`config.mk`:
```
export PLATFORM = sky130hd
export DESIGN_NAME = dd_decade_counter
export DESIGN_NICKNAME = d
export VERILOG_FILES = /design/src/rtl/dd_pkg.sv /design/src/rtl/dd_fall_detect.sv /design/src/rtl/dd_toggle_stage.sv /design/src/rtl/dd_mod_counter.sv /design/src/rtl/dd_decade_counter.sv
export SDC_FILE = /design/constraint.sdc
export NUM_CORES = 1
export LEC_CHECK = 0
export BUFFER_PORTS_ARGS = -buffer_cell sky130_fd_sc_hd__buf_4
export CAP_MARGIN = 20
export CORE_AREA = 2 2 39 41
export DETAILED_ROUTE_END_ITERATION = 10
export DIE_AREA = 0 0 41 43
export SYNTH_ARGS = -nofsm -noshare
export SYNTH_HDL_FRONTEND = slang
export SYNTH_HIERARCHICAL = 1
export SYNTH_SLANG_ARGS = --single-unit
```
`constraint.sdc`:
```
create_clock -name clk -period 1.8 [get_ports clk]
set_clock_uncertainty 0.05 [all_clocks]
set_input_delay 0.27 -clock clk [delete_from_list [all_inputs] [get_ports clk]]
set_output_delay 0.27 -clock clk [all_outputs]
set_load 0.005 [all_outputs]
```
`src/rtl/dd_pkg.sv`:
```
package dd_pkg;
   typedef enum logic [1:0] {
      LINK_SPLIT = 2'b00,
      LINK_BCD   = 2'b01,
      LINK_BIQ   = 2'b10,
      LINK_RSVD  = 2'b11
   } link_e;

   localparam int unsigned QUINT_MOD = 5;
   localparam int unsigned QUINT_W   = $clog2(QUINT_MOD);
   localparam int unsigned OUT_W     = QUINT_W + 1;
endpackage

```
`src/rtl/dd_fall_detect.sv`:
```
module dd_fall_detect #(
   parameter int unsigned STAGES = 2
) (
   input  logic clk,
   input  logic mr,
   input  logic din,
   output logic fall
);
   localparam int unsigned TOP = STAGES - 1;

   generate
      if (STAGES < 2) begin : g_bad_stages
         $error("dd_fall_detect: STAGES must be at least 2");
      end
   endgenerate

   logic [STAGES-1:0] chain;
   logic              last;

   generate
      for (genvar i = 0; i < STAGES; i++) begin : g_chain
         if (i == 0) begin : g_first
            always_ff @(posedge clk or posedge mr) begin
               if (mr) chain[i] <= 1'b0;
               else    chain[i] <= din;
            end
         end else begin : g_next
            always_ff @(posedge clk or posedge mr) begin
               if (mr) chain[i] <= 1'b0;
               else    chain[i] <= chain[i-1];
            end
         end
      end
   endgenerate

   always_ff @(posedge clk or posedge mr) begin
      if (mr) last <= 1'b0;
      else    last <= chain[TOP];
   end

   assign fall = last & ~chain[TOP];

   AST_FALL_ONE_CYCLE: assert property (@(posedge clk) disable iff (mr)
      fall |=> !fall) else $error("fall pulse longer than one cycle");
endmodule

```
`src/rtl/dd_toggle_stage.sv`:
```
module dd_toggle_stage (
   input  logic clk,
   input  logic mr,
   input  logic adv,
   output logic q
);
   always_ff @(posedge clk or posedge mr) begin
      if (mr)       q <= 1'b0;
      else if (adv) q <= ~q;
   end

   AST_TOGGLE_FLIPS: assert property (@(posedge clk) disable iff (mr)
      adv |=> (q != $past(q))) else $error("toggle stage missed an advance");
endmodule

```
`src/rtl/dd_mod_counter.sv`:
```
module dd_mod_counter #(
   parameter int unsigned MOD = 5,
   parameter int unsigned W   = (MOD > 1) ? $clog2(MOD) : 1
) (
   input  logic         clk,
   input  logic         mr,
   input  logic         adv,
   output logic [W-1:0] cnt,
   output logic         at_last
);
   localparam logic [W-1:0] LAST    = W'(MOD - 1);
   localparam bit           POW2MOD = ((MOD & (MOD - 1)) == 0);

   generate
      if (MOD < 2) begin : g_bad_mod
         $error("dd_mod_counter: MOD must be at least 2");
      end
   endgenerate

   logic [W-1:0] nxt;

   generate
      if (POW2MOD) begin : g_wrap_free
         assign nxt = cnt + 1'b1;
      end else begin : g_wrap_cmp
         assign nxt = (cnt == LAST) ? '0 : cnt + 1'b1;
      end
   endgenerate

   assign at_last = (cnt == LAST);

   always_ff @(posedge clk or posedge mr) begin
      if (mr)       cnt <= '0;
      else if (adv) cnt <= nxt;
   end

   AST_CNT_IN_RANGE: assert property (@(posedge clk) disable iff (mr)
      cnt <= LAST) else $error("modulo stage out of range");
   AST_CNT_WRAPS: assert property (@(posedge clk) disable iff (mr)
      (adv && at_last) |=> (cnt == '0)) else $error("modulo stage failed to wrap");
endmodule

```
`src/rtl/dd_decade_counter.sv`:
```
module dd_decade_counter
   import dd_pkg::*;
#(
   parameter int unsigned SYNC_STAGES = 2
) (
   input  logic             clk,
   input  logic             mr,
   input  logic             cp0,
   input  logic             cp1,
   input  logic [1:0]       link,
   output logic [OUT_W-1:0] q
);
   link_e              lk;
   logic               fall0, fall1;
   logic               adv_tog, adv_quint;
   logic               tog_q;
   logic [QUINT_W-1:0] quint_q;
   logic               quint_last;

   assign lk = link_e'(link);

   dd_fall_detect #(.STAGES(SYNC_STAGES)) u_fd0 (
      .clk(clk), .mr(mr), .din(cp0), .fall(fall0));
   dd_fall_detect #(.STAGES(SYNC_STAGES)) u_fd1 (
      .clk(clk), .mr(mr), .din(cp1), .fall(fall1));

   always_comb begin
      unique case (lk)
         LINK_BCD: begin
            adv_tog   = fall0;
            adv_quint = fall0 & tog_q;
         end
         LINK_BIQ: begin
            adv_quint = fall1;
            adv_tog   = fall1 & quint_last;
         end
         default: begin
            adv_tog   = fall0;
            adv_quint = fall1;
         end
      endcase
   end

   dd_toggle_stage u_tog (
      .clk(clk), .mr(mr), .adv(adv_tog), .q(tog_q));
   dd_mod_counter #(.MOD(QUINT_MOD), .W(QUINT_W)) u_quint (
      .clk(clk), .mr(mr), .adv(adv_quint), .cnt(quint_q), .at_last(quint_last));

   assign q = {quint_q, tog_q};

   always_ff @(posedge clk) begin
      if (mr) begin
         AST_MR_CLEARS: assert (q == '0) else $error("clear not holding outputs low");
      end
   end

   AST_IDLE_HOLDS: assert property (@(posedge clk) disable iff (mr)
      (!fall0 && !fall1) |=> (q == $past(q))) else $error("count moved without an edge");

   AST_SPLIT_Q0_SRC: assert property (@(posedge clk) disable iff (mr)
      ((lk == LINK_SPLIT || lk == LINK_RSVD) && $past(lk) == lk && q[0] != $past(q[0]))
      |-> $past(fall0)) else $error("split mode q0 moved without cp0");

   AST_BCD_CARRY: assert property (@(posedge clk) disable iff (mr)
      (lk == LINK_BCD && $past(lk) == LINK_BCD && q[3:1] != $past(q[3:1]))
      |-> ($past(q[0]) && !q[0])) else $error("decimal carry not on q0 fall");

   AST_BCD_NINE_TO_ZERO: assert property (@(posedge clk) disable iff (mr)
      (lk == LINK_BCD && $past(lk) == LINK_BCD && $past(q) == 4'd9 && q != 4'd9)
      |-> (q == 4'd0)) else $error("decimal wrap passed an intermediate value");

   AST_BIQ_CARRY: assert property (@(posedge clk) disable iff (mr)
      (lk == LINK_BIQ && $past(lk) == LINK_BIQ && q[0] != $past(q[0]))
      |-> ($past(q[3:1]) == 3'd4 && q[3:1] == 3'd0)) else $error("square-wave toggle off the wrap");
endmodule

```
# Word-level counts from Yosys, hierarchy flattened
# Cells that the tools add are included.
[classes]
eq_ne = 3
bitwise = 7
n_addsub = 1
muxes = 3
[ops]
columns = ["operator", "n"]
rows = [
  ["1-bit bitwise AND", 4],
  ["3-bit by 1-bit adder with 3-bit output (second input constant)", 1],
  ["3-bit equality test (second input constant)", 1],
  ["3-bit two-way mux", 1],
  ["1-bit inverter", 3],
  ["2-bit by 1-bit equality test with 1-bit output (second input constant)", 1],
  ["2-bit equality test (second input constant)", 1],
  ["1-bit two-way mux", 2],
]
[word_totals]
output_inout_bits = 4
inputBits = 6
word_cells = 22
regBits = 10

# Depth between registers and ports, before layout
# Gate-level depths: netlist of the first run.
[logic_depth]
ltp_word = 4
mapped_depth = 6
depth_no_buf = 6

# Modules after synthesis
# Netlist of the first run, hierarchy kept.
[by_module_without_submodules]
columns = ["module", "area_per_inst_um2", "seq_area_each_um2", "cells_per_inst", "n_inst"]
rows = [
  ["dd_fall_detect", 92.6, 75.1, 5, 2],
  ["dd_mod_counter", 165.2, 75.1, 16, 1],
  ["dd_decade_counter", 55.1, 0.0, 9, 1],
  ["dd_toggle_stage", 37.5, 25.0, 3, 1],
]

# Worst setup path after synthesis of the first run
# No wires, ideal clock.
[synth_path]
kind = "register -> register"
startpoint = "register u_fd0.chain[1]"
endpoint = "register u_quint.cnt[0]"
t_arrival_ns = 1.166
synth_period_minus_slack_ns = 1.341
stages_incl_launch_ff = 5
path_slack_ns = 0.459
required_time_ns = 1.625
path_buffers = 0
path_cell_list = "dfrtp_1 nor2b_4 nand2_1 mux2i_1 mux2_2"
[synth_via]
elab_chain_len = 4
[synth_rtl]
columns = ["element", "line_no", "rtl"]
rows = [
  ["start: declaration", "dd_fall_detect.sv:17", "logic [STAGES-1:0] chain;"],
  ["start signal: indexed assignment", "dd_fall_detect.sv:30", "else chain[i] <= chain[i-1];"],
  ["1-bit inverter", "dd_fall_detect.sv:41", "assign fall = last & ~chain[TOP];"],
  ["1-bit bitwise AND", "dd_fall_detect.sv:41", ""],
  ["net fall0", "dd_decade_counter.sv:14", "logic fall0, fall1;"],
  ["1-bit bitwise AND", "dd_decade_counter.sv:31", "adv_quint = fall0 & tog_q;"],
  ["1-bit two-way mux", "dd_decade_counter.sv:28", "unique case (lk)"],
  ["net adv_quint", "dd_decade_counter.sv:15", "logic adv_tog, adv_quint;"],
  ["end signal: assignment", "dd_mod_counter.sv:34", "else if (adv) cnt <= nxt;"],
  ["end: declaration", "dd_mod_counter.sv:8", "output logic [W-1:0] cnt,"],
]
# The timed path passes the listed nets, and every way through them passes these cells.
# A chain may end at the register's enable or synchronous reset.

# Worst setup path in the final report of the first run
# Ends and elaborated chain as after synthesis.

==> flow_summary.toml, run 1 <==
[outcome]
outcome = "finished, final reports clean"

[finish]
utilization = 0.411
antenna_cells = 0
drive_gt1_frac = 0.333
area_delta_synth_final_pct = 28.5
fin_nets = 60

[route]
routed_via_density = 3.94
first_iter_violations = 1
vias = 264
dr.pass1.iters = 2
wl_microns = 601
wl_per_cell_microns = 8.97
ant_nets = 0
drc = 0

[synth]
synth_fa_ha_area_frac = 0.0565
yosys.area_share.simple = 0.150
netlist_area_sq_um = 443
yosys_warnings = 6
synth_xor_area_frac = 0.0198
synth_mux_area_frac = 0.0706
synth.distinct_cells = 16
synth_top_family_by_area = "simple AND/OR/NAND/NOR gates"
synth_area_per_cell_sq_um = 11.7
synth_fp_nets = 46
postSynthCellCount = 38
synth_compound_area_frac = 0.0537
ys_ff_latch = 10
yosysSeqAreaShare = 0.565

[setup_path]
cp.required_ps = 1890
r2r_cells = 4
crit_start = "u_fd0/chain[1]"
cp-start-kind = "flop"
critPathMaxFanout = 5
crit_type = "flop to flop"
r2r_end = "u_quint/cnt[0]"
cp.arrival_ps = 1530
r2r_start = "u_fd0/chain[1]"
reg2reg_slack_ps = 370
setup.worst_path.end = "u_quint/cnt[0]"
end_kind = "flop"

[global_route]
antenna_found_initial = 0
grt_pass1_wl_mm = 1.13
grt_usage = 0.102
overflow = 0
grt_max_degree = 7
grt_pass1_vias = 275

[power_and_ir_drop]
p_leak_nw = 0.294
pwr_density_cell_nw_per_um2 = 1260
ir_drop_mv = 0.432

[die]
rows = 14
core_sq_um = 1380
ios = 10
die_y_microns = 43
fp.dieW_microns = 41
start_util = 0.320
die_area_sq_um = 1760

[timing]
setup_viol = 0
maxSlewHeadroom = 0.762
tightestPinTransition_ps = 347
maxSlewViolCount = 0
period_minus_slack_ps = 1430
fin_tns_setup_ps = 0
rsz0062_at_grt = "no"
fmax_mhz = 697
hold_viol = 0
fin_crit_sh = 0.797

[clock_network]
numCtsBuffers = 3
post-cts-setup-buffer-count = 0
insertion_delay_ps = 260
clkTransAtPathRegs_ps = 60
clockBufferDepth = 2
cts.sinks = 10
tritoncts = "built"
cts_root_buf = "clkbuf_4"
h-tree-depth = 1

[run]
maxCapViolCount = 0

[placement]
place_hpwl_microns = 494
io_buffers = 9
gp_congestion = 0.661

[worst_hold_path]
worstHoldStart = "cp1"
hold_path_class = "primary input to flop"
[Yosys cell counts]
cell / count / area (sq um)
nor2b_4: 2 / 27.5
and2b_1: 1 / 7.51
o21ai_1: 1 / 5.00
nor2b_1: 2 / 12.5
dfrtp_1: 10 / 250
ha_1: 2 / 25.0
xor2_1: 1 / 8.76
nand2_1: 3 / 11.3
inv_1: 8 / 30.0
mux2_2: 1 / 11.3
buf_4: 1 / 7.51
and2_2: 1 / 7.51
a21oi_1: 1 / 5.00
mux2i_1: 2 / 20.0
a22o_1: 1 / 8.76
o21ai_0: 1 / 5.00
[cells in the final DEF (no fill, tap or decap)]
master,n
dfrtp_1,10
buf_4,9
inv_1,8
nand2_1,3
clkbuf_4,3
nor2b_1,2
mux2i_1,2
nor2b_4,2
ha_1,2
clkbuf_8,1
dlygate4sd3_1,1
o21ai_0,1
a21oi_1,1
mux2_2,1
and2_2,1
o21ai_1,1
and2b_1,1
a22o_1,1
xor2_1,1
[metal layers]
metal | global-route usage | wire (microns)
met5 | 0 | 0
met4 | 0.120 | 20
met3 | 0.0157 | 26
met2 | 0.116 | 281
met1 | 0.142 | 273
[critical path, cell delays in order, from the launching register on]
cell and delay [ps]:
dfrtp_1 410, nor2b_4 120, nand2_1 60, mux2i_1 310, mux2_2 380
[cell type report]
| class | count | area (sq um) |
|---|---|---|
| Timing Repair Buffer | 10 | 77.6 |
| Fill cell | 146 | 815 |
| Multi-Input combinational cell | 19 | 155 |
| Sequential cell | 10 | 250 |
| Tap cell | 16 | 20.0 |
| Inverter | 8 | 30.0 |
| Clock buffer | 4 | 36.3 |
[report_power, final]
part           switching (W)  internal (W)  total, W
Sequential         0.0000451      0.000274  0.000319
Combinational      0.0000824      0.000125  0.000207
Clock              0.0000695      0.000122  0.000192
[metrics by stage]
stage                     power, W  setup slack, ps  hold slack, ps  instance area [sq um]  instances
after floorplan           0.000445              459           -51.3                    443         38
after global placement    0.000530              386            87.8                    523         62
after detailed placement  0.000534              375            88.9                    523         62
after CTS                 0.000731              360            60.4                    569         67
after global routing      0.000789              249            41.5                    569         67
final                     0.000719              365            65.9                    569         67
[worst min-delay path by stage]
stage	to	slack [ps]	cells after the start
after floorplan	u_tog/q	-50	1
after detailed placement	u_tog/q	90	2
after global routing	u_fd1/chain[0]	40	1
after global placement	u_tog/q	90	2
final	u_fd1/chain[0]	70	1
after CTS	u_fd1/chain[0]	60	1
[cell families (layout without fill, tap and decap cells)]
| family | count (synthesis) | in the layout |
|---|---|---|
| flops | 10 | 10 |
| simple gates | 9 | 9 |
| buf+inv | 9 | 22 |
| compound gates | 4 | 4 |
| mux | 3 | 3 |
| fa+ha+maj | 2 | 2 |
| xor+xnor | 1 | 1 |
[state kept, by name (all words and copies together), names as in the netlist]
register	flops
u_fd1/chain	2
u_fd1/last	1
u_fd0/last	1
u_fd0/chain	2
u_quint/cnt	3
u_tog/q	1
[repair_timing]
| action | in CTS | in global routing |
|---|---|---|
| setup endpoints to repair | 0 | 0 |
| resized for setup | 0 | 0 |
| hold endpoints to repair | 10 | 0 |
| hold buffers | 1 | 0 |
Power figures use the tool's default switching activity.
==> run 2: changes to the inputs <==
Clock period 1.8 ns to 1.36 ns, I/O delays scaled along.
==> run 2 against run 1 <==
Sequential share of layout area decreased by 5.0 points. Count of clock-buffer cells in the layout unchanged. Sequential power increased by 30%. Total power increased by 46%. Critical path depth unchanged. Clock power increased by 37%. Routed wire length increased by 8.5%. Fmax increased by 15%. Worst hold slack improved by 230 ps. Die area unchanged. Register-to-register slack got worse by 250 ps. Critical endpoint unchanged. Largest cell class unchanged. Largest power group unchanged.
==> flow_summary.toml, run 2 (synthesized netlist as in run 1, its figures left out) <==
[route]
first_iter_violations = 3
dr.pass1.iters = 4
ant_nets = 0
drc = 0
vias = 283
routed_via_density = 3.93
wl_microns = 652
wl_per_cell_microns = 9.06

[setup_path]
end_kind = "flop"
crit_chain = "nor2b_4 -> nand2_2 -> mux2i_4 -> mux2_4"
max_stage_delay_ps = 400
cp-start-kind = "flop"
critPathMaxFanout = 3
critPathTopFamily = "multiplexers"
reg2reg_slack_ps = 110
cp.arrival_ps = 1350
crit_type = "flop to flop"
cp.required_ps = 1460
slowest_stage = "dfrtp_1"
crit_buf_inv = 0

[clock_network]
h-tree-depth = 1
insertion_delay_ps = 260
cts_root_buf = "clkbuf_4"
clockBufferDepth = 2
tritoncts = "built"
clkTransAtPathRegs_ps = 70
numCtsBuffers = 3
cts.sinks = 10

[power_and_ir_drop]
pwr_density_cell_nw_per_um2 = 1640
p_leak_nw = 0.323
ir_drop_mv = 0.569

[worst_hold_path]
hold_path_class = "flop to flop"

[die]
core_sq_um = 1380
fp.dieW_microns = 41
start_util = 0.320
die_y_microns = 43
rows = 14
ios = 10
die_area_sq_um = 1760

[timing]
rsz0062_at_grt = "no"
tightestPinTransition_ps = 243
maxSlewHeadroom = 0.838
fin_tns_setup_ps = 0
setup_viol = 0
hold_viol = 0
fin_crit_sh = 0.917
period_minus_slack_ps = 1250
fmax_mhz = 802
maxSlewViolCount = 0
setup_ws_ps = 113

[placement]
place_hpwl_microns = 480
io_buffers = 9
gp_congestion = 0.680
placed_cells = 64
pre_cts_ws_ps = 30.8

[finish]
drive_gt1_frac = 0.429
layout_commonest_cell = "buf_4"
multiInputGateArea_sq_um = 186
seq_area_sq_um = 250
fin_nets = 65
top_regs = "u_quint/cnt (3), u_fd0/chain (2), u_fd1/chain (2)"
antenna_cells = 0
n_fill_cell = 126
largest_register_ff_count = 3
layout_common_cells = "buf_4 (12), dfrtp_1 (10), inv_1 (7)"
layoutNonFillerInstCount = 72
area_delta_synth_final_pct = 45.2
top_register = "u_quint/cnt"

[global_route]
grt_usage = 0.0970
grt_max_degree = 7
grt_pass1_wl_mm = 1.07
grt_pass1_vias = 267
antenna_found_initial = 0
overflow = 0

[outcome]
outcome = "finished, final reports clean"

[run]
maxCapViolCount = 0
## run 2: per-stage QoR
step	total power [W]	area, sq um	hold slack, ps	util
after floorplan	0.000589	443	-117	-
after global placement	0.000723	538	24.4	0.389
after detailed placement	0.000726	538	25.6	0.389
after CTS	0.00101	604	296	0.437
after global routing	0.00115	643	306	0.465
final	0.00105	643	301	0.465
## run 2: worst paths after layout
path | from | cells past startpoint | end
max | u_fd0/chain[1] | 4 | u_quint/cnt[0]
min | u_fd1/chain[0] | 0 | u_fd1/chain[1]
max reg2reg | u_fd0/chain[1] | 4 | u_quint/cnt[0]
min reg2reg | u_fd1/chain[0] | 0 | u_fd1/chain[1]
max in group asynchronous | mr | 3 | u_quint/cnt[2]
min in group asynchronous | mr | 3 | u_tog/q
## run 2: cell type report
class / instances / area share
inverters: 8 / 0.0467
multi-input cells: 19 / 0.290
well taps: 16 / 0.0311
repair buffers: 15 / 0.187
flip-flops and latches: 10 / 0.389
clock buffers: 4 / 0.0564
## run 2: timing repair
| item | in CTS | in global routing |
|---|---|---|
| buffers inserted | 0 | 1 |
| setup endpoints to repair | 0 | 3 |
| hold buffers | 3 | 0 |
| gates resized for setup | 0 | 7 |
| hold endpoints to repair | 12 | 0 |
## run 2: report_power, final
group / total [W] / switching [W] / internal (W) / leakage (nW)
logic: 0.000375 / 0.000147 / 0.000229 / 0.183
registers: 0.000414 / 0.0000515 / 0.000362 / 0.119
clock network: 0.000263 / 0.000100 / 0.000162 / 0.0210
## run 2: metal layers
layer  share of wire  track usage  vias to the layer above
met1            0.51        0.136                      124
met3           0.037       0.0157                        2
li1                -            -                      151
met5               0            0                        -
met4           0.020        0.120                        0
met2            0.43        0.106                        6
## run 2: worst reg2reg max path: cells and delay by family (launching register included)
| kind | cells | cell delay, ps |
|---|---|---|
| mux | 2 | 490 |
| flops | 1 | 400 |
| simple gates | 2 | 190 |
==> run 3: changes to the inputs <==
Settings changed: REMOVE_ABC_BUFFERS set to 1.
==> run 3 against run 2 <==
Count of clock-buffer cells in the layout is the same. Global-route usage grew 0.96 points. Via count grew 9.9%. Combinational power shrank 5.6%. Sequential share of layout area grew 0.62 points. Design area shrank 1.6%. Routed wire length grew 16%. Register-to-register slack lost 80 ps. Largest power group unchanged. Largest cell class unchanged. Utilization shrank 0.72 points. Non-clock buffer count grew 2.
==> flow_summary.toml, run 3 (synthesized netlist as in run 1, its figures left out) <==
[clock_network]
cts_root_buf = "clkbuf_4"
numCtsBuffers = 3
clkTransAtPathRegs_ps = 60
cts.sinks = 10
tritoncts = "built"
insertion_delay_ps = 260
h-tree-depth = 1
clockBufferDepth = 2

[global_route]
overflow = 0
grt_pass1_wl_mm = 1.16
antenna_found_initial = 0
grt_max_degree = 7
grt_usage = 0.107
grt_pass1_vias = 298

[finish]
utilization = 0.458
layout_commonest_cell = "buf_4"
layout_common_cells = "buf_4 (14), dfrtp_1 (10), inv_1 (8)"
top_regs = "u_quint/cnt (3), u_fd0/chain (2), u_fd1/chain (2)"
top_register = "u_quint/cnt"
area_delta_synth_final_pct = 42.9
antenna_cells = 0
layoutNonFillerInstCount = 74
largest_register_ff_count = 3
fin_nets = 67
drive_gt1_frac = 0.414

[power_and_ir_drop]
pwr_density_cell_nw_per_um2 = 1610
p_total_w = 0.00102
p_leak_nw = 0.326
ir_drop_mv = 0.544

[die]
core_sq_um = 1380
fp.dieW_microns = 41
die_area_sq_um = 1760
start_util = 0.320
die_y_microns = 43
rows = 14
ios = 10

[route]
wl_per_cell_microns = 10.3
wl_microns = 759
drc = 0
ant_nets = 0
vias = 311
first_iter_violations = 2
routed_via_density = 4.20
dr.pass1.iters = 4

[outcome]
outcome = "finished, final reports clean"

[setup_path]
cp-start-kind = "flop"
end_kind = "flop"
critPathMaxFanout = 3
crit_cells = 4
crit_chain = "nor2b_4 -> nand2_1 -> mux2i_2 -> mux2_2"
cp.required_ps = 1450
cp.arrival_ps = 1420
crit_type = "flop to flop"
slowest_stage = "dfrtp_1"
crit_buf_inv = 0
critPathTopFamily = "multiplexers"
r2r_cells = 4
max_stage_delay_ps = 400

[timing]
fmax_mhz = 756
maxSlewViolCount = 0
rsz0062_at_grt = "yes"
hold_slack_ps = 297
maxSlewHeadroom = 0.856
hold_viol = 0
tightestPinTransition_ps = 212
setup_viol = 0
period_minus_slack_ps = 1320
fin_crit_sh = 0.973

[worst_hold_path]
hold_path_class = "flop to flop"
holdPathStages = 0

[placement]
io_buffers = 9
placed_cells = 64
gp_congestion = 0.670
place_hpwl_microns = 585

[run]
maxCapViolCount = 0
-- run 3: cell count changes in the layout (fill, tap and decap cells not counted), sizes merged --
cell  before  now
buf       12   14
-- run 3: worst paths after layout --
| kind | from | endpoint | slack, ps |
|---|---|---|---|
| min in group asynchronous | mr | u_tog/q | 310 |
| max reg2reg | u_fd0/chain[1] | u_quint/cnt[0] | 40 |
| min reg2reg | u_fd0/chain[0] | u_fd0/chain[1] | 300 |
| max in group asynchronous | mr | u_quint/cnt[2] | 770 |
| max | u_fd0/chain[1] | u_quint/cnt[0] | 40 |
| min | u_fd0/chain[0] | u_fd0/chain[1] | 300 |
-- run 3: repair_timing --
action / 4_1_cts / 5_1_grt
endpoints found under the hold margin: 12 / 0
gates resized for setup: 0 / 2
hold buffers: 3 / 0
endpoints found under the setup margin: 0 / 3
setup buffers: 0 / 3
-- run 3: report_power, final --
group,leakage (nW),switching (W),internal (W)
registers,0.119,0.0000488,0.000363
clock network,0.0210,0.0000925,0.000162
logic,0.186,0.000139,0.000215
-- run 3: through the flow --
| step | setup slack, ps | setup TNS [ps] | cell area, sq um |
|---|---|---|---|
| 2_1_floorplan | 18.1 | 0 | 435 |
| 3_3_place_gp | 60.0 | 0 | 538 |
| 3_5_place_dp | 25.7 | 0 | 538 |
| 4_1_cts | 19.6 | 0 | 604 |
| 5_1_grt | -21.2 | -25.5 | 633 |
| 6_report | 36.9 | 0 | 633 |
-- run 3: final cells by class --
class	instances	area, sq um
Clock buffer	4	36.3
Multi-Input combinational cell	19	161
Tap cell	16	20.0
Timing Repair Buffer	17	135
Sequential cell	10	250
Inverter	8	30.0
Fill cell	138	751
-- run 3: routing by layer --
layer,track usage,share of wire,vias up
met5,0,0,-
met4,0.0800,0,0
met3,0.0471,0.050,0
met2,0.159,0.54,6
met1,0.110,0.41,147
li1,-,-,158
